**config.mk**
```make
export PLATFORM = sky130hd
export DESIGN_NAME = delta_level_unit
export DESIGN_NICKNAME = d
export VERILOG_FILES = /design/src/rtl/dlu_pkg.sv /design/src/rtl/dlu_rate_timer.sv /design/src/rtl/dlu_frame.sv /design/src/rtl/dlu_level.sv /design/src/rtl/delta_level_unit.sv
export SDC_FILE = /design/constraint.sdc
export NUM_CORES = 1
export LEC_CHECK = 0
export BUFFER_PORTS_ARGS = -buffer_cell sky130_fd_sc_hd__buf_2
export CORE_ASPECT_RATIO = 0.7
export CORE_UTILIZATION = 35
export CTS_BUF_LIST = sky130_fd_sc_hd__clkbuf_16
export CTS_CLUSTER_DIAMETER = 60
export DETAILED_ROUTE_END_ITERATION = 8
export SETUP_SLACK_MARGIN = 0.1
export SYNTH_ARGS = -nofsm -noshare
export SYNTH_HDL_FRONTEND = slang
export SYNTH_SLANG_ARGS = --single-unit
```
**constraint.sdc**
```tcl
create_clock -name clk -period 3 [get_ports clk]
set_clock_uncertainty 0.15 [all_clocks]
set_input_delay 0.15 -clock clk [delete_from_list [all_inputs] [get_ports clk]]
set_output_delay 0.15 -clock clk [all_outputs]
set_load 0.1 [all_outputs]
```
**src/rtl/dlu_pkg.sv**
```systemverilog
package dlu_pkg;

    localparam int RATE_W  = 4;
    localparam int LEVEL_W = 7;
    localparam int BYTE_W  = 8;
    localparam int TMR_W   = 9;

    // Timer period in CPU-cycle enables for each rate index
    function automatic logic [TMR_W-1:0] rate_period(input logic [RATE_W-1:0] idx);
        logic [TMR_W-1:0] p;
        case (idx)
            4'h0:    p = 9'd428;
            4'h1:    p = 9'd380;
            4'h2:    p = 9'd340;
            4'h3:    p = 9'd320;
            4'h4:    p = 9'd286;
            4'h5:    p = 9'd254;
            4'h6:    p = 9'd226;
            4'h7:    p = 9'd214;
            4'h8:    p = 9'd190;
            4'h9:    p = 9'd160;
            4'hA:    p = 9'd142;
            4'hB:    p = 9'd128;
            4'hC:    p = 9'd106;
            4'hD:    p = 9'd84;
            4'hE:    p = 9'd72;
            default: p = 9'd54;
        endcase
        return p;
    endfunction

endpackage

```
**src/rtl/dlu_rate_timer.sv**
```systemverilog
module dlu_rate_timer
    import dlu_pkg::*;
#(
    parameter int RW = RATE_W,
    parameter int TW = TMR_W
) (
    input  logic          clk,
    input  logic          rst_n,
    input  logic          cpu_tick,
    input  logic [RW-1:0] rate_idx,
    output logic          fire
);

    typedef struct packed {
        logic [TW-1:0] count;
    } tmr_t;

    tmr_t    st_d, st_q;
    logic    fire_d;

    always_comb begin
        st_d   = st_q;
        fire_d = 1'b0;
        if (cpu_tick) begin
            if (st_q.count == '0) begin
                fire_d     = 1'b1;
                st_d.count = TW'(rate_period(RATE_W'(rate_idx)) - 9'd1);
            end else begin
                st_d.count = st_q.count - TW'(1);
            end
        end
    end

    always_ff @(posedge clk) begin
        if (!rst_n) begin
            st_q.count <= '0;
        end else begin
            st_q <= st_d;
        end
    end

    assign fire = fire_d;

    AST_TICK_HOLD: assert property (@(posedge clk) disable iff (!rst_n)
        !cpu_tick |=> $stable(st_q.count));
    AST_FIRE_NEEDS_TICK: assert property (@(posedge clk) disable iff (!rst_n)
        fire |-> cpu_tick);
    AST_COUNT_RANGE: assert property (@(posedge clk) disable iff (!rst_n)
        st_q.count < TW'(428));

endmodule

```
**src/rtl/dlu_frame.sv**
```systemverilog
module dlu_frame
    import dlu_pkg::*;
#(
    parameter int BW = BYTE_W
) (
    input  logic          clk,
    input  logic          rst_n,
    input  logic          fire,
    input  logic          buf_full,
    input  logic [BW-1:0] buf_byte,
    output logic          step_up,
    output logic          step_dn,
    output logic          buf_take
);

    localparam int CW = $clog2(BW + 1);

    typedef struct packed {
        logic [BW-1:0] shreg;
        logic [CW-1:0] left;
        logic          mute;
    } frame_t;

    frame_t st_d, st_q;
    logic   take_d;
    logic   last_bit;

    assign last_bit = (st_q.left == CW'(1));

    always_comb begin
        st_d   = st_q;
        take_d = 1'b0;
        if (fire) begin
            st_d.shreg = st_q.shreg >> 1;
            st_d.left  = st_q.left - CW'(1);
            if (last_bit) begin
                st_d.left = CW'(BW);
                if (buf_full) begin
                    st_d.mute  = 1'b0;
                    st_d.shreg = buf_byte;
                    take_d     = 1'b1;
                end else begin
                    st_d.mute  = 1'b1;
                end
            end
        end
    end

    always_ff @(posedge clk) begin
        if (!rst_n) begin
            st_q.shreg <= '0;
            st_q.left  <= CW'(BW);
            st_q.mute  <= 1'b1;
        end else begin
            st_q <= st_d;
        end
    end

    assign step_up  = fire && !st_q.mute &&  st_q.shreg[0];
    assign step_dn  = fire && !st_q.mute && !st_q.shreg[0];
    assign buf_take = take_d;

    AST_TAKE_GUARD: assert property (@(posedge clk) disable iff (!rst_n)
        buf_take |-> (fire && buf_full));
    AST_BITS_RANGE: assert property (@(posedge clk) disable iff (!rst_n)
        (st_q.left != '0) && (st_q.left <= CW'(BW)));
    AST_MUTE_QUIET: assert property (@(posedge clk) disable iff (!rst_n)
        st_q.mute |-> (!step_up && !step_dn));
    AST_FRAME_HOLD: assert property (@(posedge clk) disable iff (!rst_n)
        (!fire) |=> $stable(st_q.left));

endmodule

```
**src/rtl/dlu_level.sv**
```systemverilog
module dlu_level
    import dlu_pkg::*;
#(
    parameter int LW = LEVEL_W
) (
    input  logic          clk,
    input  logic          rst_n,
    input  logic          load_we,
    input  logic [LW-1:0] load_val,
    input  logic          step_up,
    input  logic          step_dn,
    output logic [LW-1:0] level
);

    localparam logic [LW-1:0] STEP   = LW'(2);
    localparam logic [LW-1:0] UP_LIM = LW'((1 << LW) - 2);
    localparam logic [LW-1:0] DN_LIM = LW'(1);

    typedef struct packed {
        logic [LW-1:0] lvl;
    } lvl_t;

    lvl_t st_d, st_q;

    always_comb begin
        st_d = st_q;
        if (load_we) begin
            st_d.lvl = load_val;
        end else if (step_up && (st_q.lvl < UP_LIM)) begin
            st_d.lvl = st_q.lvl + STEP;
        end else if (step_dn && (st_q.lvl > DN_LIM)) begin
            st_d.lvl = st_q.lvl - STEP;
        end
    end

    always_ff @(posedge clk) begin
        if (!rst_n) begin
            st_q.lvl <= '0;
        end else begin
            st_q <= st_d;
        end
    end

    assign level = st_q.lvl;

    AST_LOAD_WINS: assert property (@(posedge clk) disable iff (!rst_n)
        load_we |=> (level == $past(load_val)));
    AST_STEP_SIZE: assert property (@(posedge clk) disable iff (!rst_n)
        !load_we |=> ((level == $past(level)) || (level == $past(level) + STEP)
                      || (level == $past(level) - STEP)));
    AST_CEIL: assert property (@(posedge clk) disable iff (!rst_n)
        (step_up && !load_we && (level >= UP_LIM)) |=> $stable(level));
    AST_FLOOR: assert property (@(posedge clk) disable iff (!rst_n)
        (step_dn && !load_we && (level <= DN_LIM)) |=> $stable(level));
    AST_IDLE_STABLE: assert property (@(posedge clk) disable iff (!rst_n)
        (!load_we && !step_up && !step_dn) |=> $stable(level));

endmodule

```
**src/rtl/delta_level_unit.sv**
```systemverilog
module delta_level_unit
    import dlu_pkg::*;
(
    input  logic               clk,
    input  logic               rst_n,
    input  logic               cpu_tick,
    input  logic [RATE_W-1:0]  rate_idx,
    input  logic [BYTE_W-1:0]  buf_byte,
    input  logic               buf_full,
    input  logic               load_we,
    input  logic [LEVEL_W-1:0] load_val,
    output logic [LEVEL_W-1:0] level,
    output logic               buf_take
);

    logic fire;
    logic step_up;
    logic step_dn;

    dlu_rate_timer #(.RW(RATE_W), .TW(TMR_W)) u_timer (
        .clk      (clk),
        .rst_n    (rst_n),
        .cpu_tick (cpu_tick),
        .rate_idx (rate_idx),
        .fire     (fire)
    );

    dlu_frame #(.BW(BYTE_W)) u_frame (
        .clk      (clk),
        .rst_n    (rst_n),
        .fire     (fire),
        .buf_full (buf_full),
        .buf_byte (buf_byte),
        .step_up  (step_up),
        .step_dn  (step_dn),
        .buf_take (buf_take)
    );

    dlu_level #(.LW(LEVEL_W)) u_level (
        .clk      (clk),
        .rst_n    (rst_n),
        .load_we  (load_we),
        .load_val (load_val),
        .step_up  (step_up),
        .step_dn  (step_dn),
        .level    (level)
    );

    AST_NO_SPONTANEOUS_TAKE: assert property (@(posedge clk) disable iff (!rst_n)
        !buf_full |-> !buf_take);

endmodule

```
After elaboration in Yosys (flattened, before gate mapping)
Memory sizes are Yosys's and may differ from the RTL's.
Cells that the tools add are included.
{"block": "op_classes", "n_addsub": 5, "multipliers": 0, "n_div": 0, "n_lt_le_gt_ge": 2, "n_eq_ne": 1, "n_shift": 0, "n_mux": 14, "bitwise": 0, "n_reduce_logical": 10}
{"operator": "9-bit 2-to-1 mux", "count": 3}
{"operator": "7-bit 2-to-1 mux", "count": 3}
{"operator": "9-bit by 1-bit subtractor with 9-bit output, second input constant", "count": 2}
{"operator": "13-bit 2-to-1 mux", "count": 1}
{"operator": "9-bit logical NOT", "count": 1}
{"operator": "8-bit 2-to-1 mux", "count": 1}
{"operator": "7-bit by 2-bit adder with 7-bit output, second input constant", "count": 1}
{"operator": "7-bit by 1-bit > comparator with 1-bit output, second input constant", "count": 1}
{"operator": "7-bit < comparator, second input constant", "count": 1}
{"operator": "7-bit by 2-bit subtractor with 7-bit output, second input constant", "count": 1}
{"operator": "1-bit 2-to-1 mux", "count": 6}
{"operator": "1-bit logical AND", "count": 5}
{"operator": "4-bit by 1-bit equality test with 1-bit output, second input constant", "count": 1}
{"operator": "4-bit by 1-bit subtractor with 4-bit output, second input constant", "count": 1}
{"operator": "3-bit nonzero test", "count": 1}
{"operator": "1-bit logical NOT", "count": 2}
{"operator": "2-bit AND reduction", "count": 1}
{"block": "totals", "ff_bits": 29, "latch_bits": 0, "ramBits": 0, "rom_bits": 128, "inputBits": 24, "wordCells": 38, "memories": 1}
{"name": "(name not given)", "words": 16, "word_bits": 8, "read_ports": 1, "rd_ports_with_merged_regs": 0, "wr": 0, "line_no": "dlu_pkg.sv:11", "text": "case (idx)"}

Depth between registers and ports, before layout
Gate-level depths: netlist of run 1.
{"block": "logic_depth", "depth_word": 9, "mapped_depth": 12}

Cells and area by module
Synthesis of run 1 repeated with hierarchy kept, for this count alone.
{"block": "unflattened", "cells_unflattened": 224, "hier_area_um2": 2062.0}
{"mod": "dlu_rate_timer", "n_inst": 1, "cells_per_inst": 105, "area_per_inst_um2": 913.4, "seq_area_each_um2": 180.2}
{"mod": "dlu_frame", "n_inst": 1, "cells_per_inst": 62, "area_per_inst_um2": 615.6, "seq_area_each_um2": 260.2}
{"mod": "dlu_level", "n_inst": 1, "cells_per_inst": 57, "area_per_inst_um2": 533.0, "seq_area_each_um2": 140.1}

Worst setup path before layout of run 1
OpenSTA, ideal clock, no wires.
{"block": "synth_timing", "kind": "register to register", "startpoint": "register u_level.st_q (netlist bit u_level.level[1])", "endpoint": "register u_level.st_q (netlist bit u_level.level[6])", "t_arrival_ps": 2976, "path_slack_ps": -201, "stages_incl_launch_ff": 11, "period_less_slack_ps": 3201, "path_cell_list": "dfxtp_1 > nand4_1 > o21ai_0 > or3_1 > ha_1 > a21o_1 > a21oi_1 > o21ai_0 > xnor2_1 > nand3b_1 > a21boi_0"}
{"block": "synth_between", "elab_chain_len": 4}
{"item": "start: declaration", "line_no": "dlu_level.sv:23", "text": "lvl_t st_d, st_q;"}
{"item": "start signal: assignment", "line_no": "dlu_level.sv:40", "text": "st_q <= st_d;"}
{"item": "7-bit by 2-bit subtractor with 7-bit output / 7-bit < comparator (equally long branches)", "line_no": "dlu_level.sv:32, dlu_level.sv:29"}
{"item": "7-bit 2-to-1 mux / 1-bit logical AND (equally long branches)", "line_no": "dlu_level.sv:31, dlu_level.sv:29"}
{"item": "7-bit 2-to-1 mux", "line_no": "dlu_level.sv:29", "text": "end else if (step_up && (st_q.lvl < UP_LIM)) begin"}
{"item": "7-bit 2-to-1 mux", "line_no": "dlu_level.sv:27", "text": "if (load_we) begin"}
Parallel ways exist; a longest one is shown, timed or not. The select of a mux whose other input is x is not followed.
A chain may end at the register's enable or synchronous reset.

Final worst setup path of run 1
{"block": "layout_timing", "startpoint": "register u_timer.st_q[0] in the netlist's numbering", "endpoint": "register u_level.st_q (netlist bit u_level.level[5])"}
{"block": "layout_between", "elab_chain_len": 8}
{"item": "start: declaration", "line_no": "dlu_rate_timer.sv:18", "text": "tmr_t st_d, st_q;"}
{"item": "start signal: assignment", "line_no": "dlu_rate_timer.sv:38", "text": "st_q <= st_d;"}
{"item": "9-bit logical NOT *", "line_no": "dlu_rate_timer.sv:25", "text": "if (st_q.count == '0) begin"}
{"item": "1-bit 2-to-1 mux *", "line_no": "dlu_rate_timer.sv:25"}
{"item": "1-bit 2-to-1 mux *", "line_no": "dlu_rate_timer.sv:24", "text": "if (cpu_tick) begin"}
{"item": "1-bit logical AND *", "line_no": "dlu_frame.sv:59, dlu_frame.sv:60"}
{"item": "1-bit logical AND", "line_no": "dlu_frame.sv:59", "text": "assign step_up = fire && !st_q.mute && st_q.shreg[0];"}
{"item": "1-bit logical AND", "line_no": "dlu_level.sv:29"}
{"item": "7-bit 2-to-1 mux", "line_no": "dlu_level.sv:29"}
{"item": "7-bit 2-to-1 mux", "line_no": "dlu_level.sv:27"}
Mark *: on every way between the ends. The rest lies on a longest branch, timed or not.

==> flow_summary.yaml, run 1 <==
route:
  vias_per_cell: 5.114
  routedWlPerCell_um: 12.95
  vias: 1800
  drc: 0
  antenna_left: 0
  firstDrtPassIters: 4
  drt_iter0_markers: 86
  finalWirelength_um: 4559
cts:
  cts_max_level: 2
  clockBufferDepth: 2
  clockRootBuffer: "clkbuf_16"
  worst_skew_pair.late_latency_ns: 0.27
  numClockSinks: 29
  cts_tree: "done"
  cts_made_buffers: 5
  clkSlewWorstSetupHoldPaths_ns: 0.05
finish:
  antenna_cells: 0
  final_nets: 317
  drive_above_1_share: 0.2571
  synthToLayoutAreaGrowth_pct: 24.56
  final-instance-count-excl-fill: 352
  ff_latch_area_um2: 590.6
  n_fill_cell: 546
  multi_input_area_mm2: 0.001383
synthesis:
  synthesis.area_mm2: 0.002007
  yosysTopAreaCell: "dfxtp_1"
  synthesis.nets: 279
  synth.avg_cell_area_um2: 8.293
  ys_types: 47
  yosysWarnings: 0
  synth_top_area_share: 0.2893
  synth-main-ff-cell: "dfxtp_1"
  synthTopCellsByArea: "dfxtp_1 (29%), mux2i_1 (8.0%), ha_1 (7.5%), o21ai_0 (6.2%), and2_1 (5.3%)"
  synth-edff-count: 0
  synth_seq_cells: 29
  syn_inst: 242
  ys_seq_area_frac: 0.2893
  async_flop_share: 0
timing:
  layout_min_cycle_time_ns: 2.831
  rsz0062_at_grt: "false"
  tns_ns: 0
  tightest_slew_ns: 0.4851
  setup_viol: 0
  slew_headroom: 0.6741
  maxSlewViolCount: 0
  min_period_over_period: 0.9438
  max_freq_mhz: 353.2
  hold_viol: 0
grt:
  antenna_found_initial: 0
  grt_use_total: 0.1584
  grt_start_max_net_pins: 31
  grt-ovfl-total: 0
  grt_pass1_wl_um: 7596
  grt_pass1_vias: 1637
worst_hold_path:
  hp-class: "in -> reg"
worst_setup_path:
  worstPathMaxFanout: 6
  cp-end-kind: "register"
  crit_type: "reg -> reg"
  required_ns: 3.01
  arrival_ns: 2.84
  startpoint_type: "register"
placed_design:
  io_buffers: 31
  dp_hpwl_um: 3202
  dp_cells: 339
  place.gp.congestion: 0.7888
status:
  outcome: "finished clean"
die:
  chipHeight_um: 65.36
  fp.dieW_um: 92.51
  dieArea_mm2: 0.006046
  rows: 22
  initial_core_util: 0.3739
  boundaryPins: 32
  coreArea_mm2: 0.005368
run:
  drv_cap: 0
power:
  power_leakage_nw: 1.002
  ir_drop_v: 0.0003690
  power.density_mw_per_mm2: 762.4
-- through the flow --
| stage | worst slack, ns | util | total power [mW] | area (µm²) | hold slack (ns) |
|---|---|---|---|---|---|
| 6_report | 0.1686 | 0.4657 | 1.906 | 2500 | 0.005754 |
| 5_1_grt | 0.06255 | 0.4657 | 2.041 | 2500 | 0.03070 |
| 4_1_cts | 0.1309 | 0.4557 | 1.877 | 2446 | 0.004592 |
| 3_5_place_dp | 0.05360 | 0.4200 | 1.315 | 2255 | 0.2723 |
| 3_3_place_gp | 0.1731 | 0.4200 | 1.302 | 2255 | 0.2644 |
| 2_1_floorplan | 0.1609 | - | 1.126 | 2014 | 0.1584 |
-- sequential cells by signal, summed over array words and instances (netlist names) --
name and flops:
u_timer.st_q 9, u_level.level 7, u_frame.st_q 13
-- final timing paths --
path                    startpoint               end  slack (ns)  cells past startpoint
hold reg to reg   u_frame.st_q[12]  u_frame.st_q[12]        0.31                      2
setup reg to reg   u_timer.st_q[0]  u_level.level[5]        0.17                     13
hold / removal         buf_byte[7]  u_frame.st_q[12]       0.006                      3
setup / recovery   u_timer.st_q[0]  u_level.level[5]        0.17                     13
-- cell type report --
| class | instances | area share |
|---|---|---|
| inverter | 9 | 0.01351 |
| multi-input combinational | 193 | 0.5531 |
| sequential | 29 | 0.2362 |
| clock inverter | 2 | 0.01401 |
| tap | 72 | 0.03604 |
| clock buffer | 5 | 0.05005 |
| timing repair buffer | 42 | 0.09710 |
-- report_power, final --
part	internal [mW]	switching, mW
registers	0.466	0.113
clock network	0.384	0.164
logic	0.344	0.434
-- cell families (layout without fill, tap and decap cells) --
group,after synthesis,in the layout,synth area share
compound gates,60,60,0.1889
xor+xnor,10,10,0.04364
fa+ha+maj,13,13,0.08479
buf+inv,20,58,0.03803
flops,29,29,0.2893
mux,18,18,0.09663
simple gates,92,92,0.2587
-- layer usage --
metal | up-vias | part of all wire | track usage
met5 | - | 0 | 0
met4 | 0 | 0.0075 | 0.02930
met3 | 6 | 0.041 | 0.04167
met2 | 30 | 0.43 | 0.2417
met1 | 827 | 0.52 | 0.2251
li1 | 937 | - | -
-- cells in the mapped netlist (2+ instances only) --
library cell   n
nand3_1        3
a21boi_0       3
o21ai_0       25
nor3b_1        2
clkbuf_1      10
mux2i_1       16
xor2_1         4
nor2_1        12
a22oi_1        2
or3_1          3
nor3_1         5
o21ai_1        5
nor4_1         4
o311ai_0       2
a21oi_1        8
dfxtp_1       29
and2_1        17
nor2b_1        7
inv_1          9
nand3b_1       2
xnor2_1        6
ha_1          12
nand2_1       27
o41ai_1        2
a21o_1         3
nand4_1        3
-- layout by cell type, fill, tap and decap left out, drive strengths merged, types with 4 or more instances in the layout --
master and count:
nand3 4, inv 9, clkbuf 5, buf 40, nor2b 7, nor3 5
dfxtp 29, nand2 27, mux2i 16, xor2 4, ha 12, o21ai 30
xnor2 6, nor2 12, and2 18, a21oi 8, nor4 5
-- critical path, cell delays in order, from the launching register on --
cell	delay (ns)
dfxtp_2	0.34
inv_2	0.06
ha_1	0.17
nor4b_4	0.25
nand3_2	0.11
or3_4	0.44
buf_4	0.17
ha_4	0.23
a21o_1	0.21
a21oi_2	0.15
xnor2_1	0.07
mux2i_1	0.15
o21ai_1	0.07
and2_1	0.15
-- timing repair --
item | CTS | global route
gates resized for setup | 3 | 9
endpoints found under the setup margin | 2 | 3
buffers inserted | 0 | 4
endpoints found under the hold margin | 2 | 0
hold buffers | 2 | 0
pin swaps | 0 | 4
Power figures use the tool's default switching activity.
==> inputs of run 2 (changes only) <==
==> constraint.sdc (replaced) <==
create_clock -name clk -period 3.2 [get_ports clk]
set_clock_uncertainty 0.15 [all_clocks]
set_input_delay 0.16 -clock clk [delete_from_list [all_inputs] [get_ports clk]]
set_output_delay 0.16 -clock clk [all_outputs]
set_load 0.1 [all_outputs]
==> run 2 against run 1 <==
Against the previous run: worst setup slack gained 0.11 ns; die area unchanged; fmax shrank 2.9%; register-to-register slack improved by 0.11 ns; final cell count fell by 2.8%; clock power is 22% lower; critical path type unchanged; count of clock-buffer cells in the layout stayed put; critical path depth decreased by 1.
==> flow_summary.yaml, run 2 (synthesis gave the netlist of run 1 again) <==
status:
  outcome: "finished clean"
finish:
  synthToLayoutAreaGrowth_pct: 17.96
  final-instance-count-excl-fill: 342
  final_common_cell: "buf_2"
  regMostFlops: "u_frame.st_q"
  largest_reg_flops: 13
  drive_above_1_share: 0.1963
  top_regs: "u_frame.st_q: 13 flops, u_timer.st_q: 9 flops, u_level.level: 7 flops"
  final_nets: 307
  fin_util: 0.4410
  final_cell_mix: "buf_2 (31), nand2_1 (27), o21ai_0 (25), dfxtp_1 (25), and2_1 (17)"
  antenna_cells: 0
  design_area_mm2: 0.002367
grt:
  grt_use_total: 0.1551
  grt_pass1_wl_um: 7376
  grt_pass1_vias: 1569
  grt-ovfl-total: 0
  grt_start_max_net_pins: 31
  antenna_found_initial: 0
worst_setup_path:
  cp.depth: 12
  worstPathMaxFanout: 6
  startpoint_type: "register"
  slowest_delay_ns: 0.43
  cp_num_buf_inv: 1
  crit_type: "reg -> reg"
  path_cells: "inv_1, ha_1, nor4b_4, nand3_1, or3_4, fa_1, a21o_1, a21oi_1, xnor2_1, mux2i_1, o21ai_1, and2_1"
  r2r-end: "u_level.level[5]"
  rrSetupSlack_ns: 0.28
  crit_slowest_cell: "or3_4"
  required_ns: 3.21
  cp-end-kind: "register"
  arrival_ns: 2.93
  reg2reg_from: "u_timer.st_q[0]"
  cp_top_family: "simple AND/OR/NAND/NOR gates"
  r2r_cells: 12
route:
  vias: 1741
  routedWlPerCell_um: 12.29
  firstDrtPassIters: 4
  drc: 0
  antenna_left: 0
  vias_per_cell: 5.091
  drt_iter0_markers: 127
  finalWirelength_um: 4202
power:
  power_leakage_nw: 0.9371
  ir_drop_v: 0.0004715
  fin_total_pwr_mw: 1.634
  power.density_mw_per_mm2: 690.3
placed_design:
  io_buffers: 31
  dp_hpwl_um: 3077
  post-place-ws_ns: 0.1388
  dpl_cell_area_mm2: 0.002215
  dp_cells: 334
  place.gp.congestion: 0.7639
timing:
  max_freq_mhz: 342.8
  tightest_slew_ns: 0.5874
  whs_ns: 0.008584
  timing.final.ws_setup_ns: 0.2830
  maxSlewViolCount: 0
  layout_min_cycle_time_ns: 2.917
  min_period_over_period: 0.9115
  hold_viol: 0
  setup_viol: 0
  slew_headroom: 0.6042
  rsz0062_at_grt: "false"
  tns_ns: 0
worst_hold_path:
  min_to: "u_frame.st_q[12]"
  hp-class: "in -> reg"
  worstHoldStart: "buf_byte[7]"
  holdPathStages: 3
cts:
  numClockSinks: 29
  cts_tree: "done"
  worst_skew_pair.late_latency_ns: 0.27
  clkSlewWorstSetupHoldPaths_ns: 0.05
  clockRootBuffer: "clkbuf_16"
  cts_made_buffers: 5
  cts_max_level: 2
  clockBufferDepth: 2
  cts_hold_buf: 0
die:
  initial_core_util: 0.3739
  chipHeight_um: 65.36
  coreArea_mm2: 0.005368
  dieArea_mm2: 0.006046
  boundaryPins: 32
  rows: 22
  fp.dieW_um: 92.51
run:
  drv_cap: 0
-- run 2: cell count changes in the layout (fill, tap and decap cells not counted), moves of 2 or more --
cell / change
dfxtp_2: -4
buf_4: -8
dfxtp_1: +4
inv_2: -2
dlygate4sd3_1: -2
inv_1: +2
-- run 2: worst register-to-register path: stages (launching register included) --
cell	delay, ns
dfxtp_1	0.35
inv_1	0.10
ha_1	0.19
nor4b_4	0.23
nand3_1	0.14
or3_4	0.43
fa_1	0.43
a21o_1	0.19
a21oi_1	0.17
xnor2_1	0.08
mux2i_1	0.13
o21ai_1	0.07
and2_1	0.15
-- run 2: area by class of cell --
class,count,area [µm²]
Fill cell,526,3000
Sequential cell,29,585.6
Inverter,9,33.78
Clock inverter,2,11.26
Timing Repair Buffer,32,162.7
Tap cell,72,90.09
Clock buffer,5,125.1
Multi-Input combinational cell,193,1359
-- run 2: timing repair --
item / 4_1_cts / 5_1_grt
setup buffers: 1 / 0
resized for setup: 0 / 2
endpoints found under the setup margin: 2 / 3
-- run 2: worst max path at each step --
stage	from	end	slack, ns
finish	u_timer.st_q[0]	u_level.level[5]	0.28
floorplan	u_level.level[4]	u_level.level[6]	0.10
CTS	u_timer.st_q[0]	u_level.level[6]	0.21
detailed placement	u_timer.st_q[0]	u_level.level[6]	0.14
global placement	u_timer.st_q[0]	u_level.level[5]	0.23
global route	u_timer.st_q[0]	u_level.level[6]	0.11
-- run 2: routing by layer --
metal,routed length [µm],share of wire,vias to the layer above,GRT usage
met4,13,0.0031,0,0.05078
met3,181,0.043,2,0.04282
met5,0,0,-,0
met1,2249,0.54,790,0.2208
li1,-,-,922,-
met2,1757,0.42,27,0.2241
-- run 2: where the power goes --
| part | internal (mW) | leakage [nW] | switching, mW | total [mW] |
|---|---|---|---|---|
| logic | 0.281 | 0.635 | 0.385 | 0.666 |
| registers | 0.435 | 0.239 | 0.103 | 0.538 |
| clock network | 0.279 | 0.0633 | 0.150 | 0.430 |
| total | 0.996 | 0.937 | 0.638 | 1.63 |
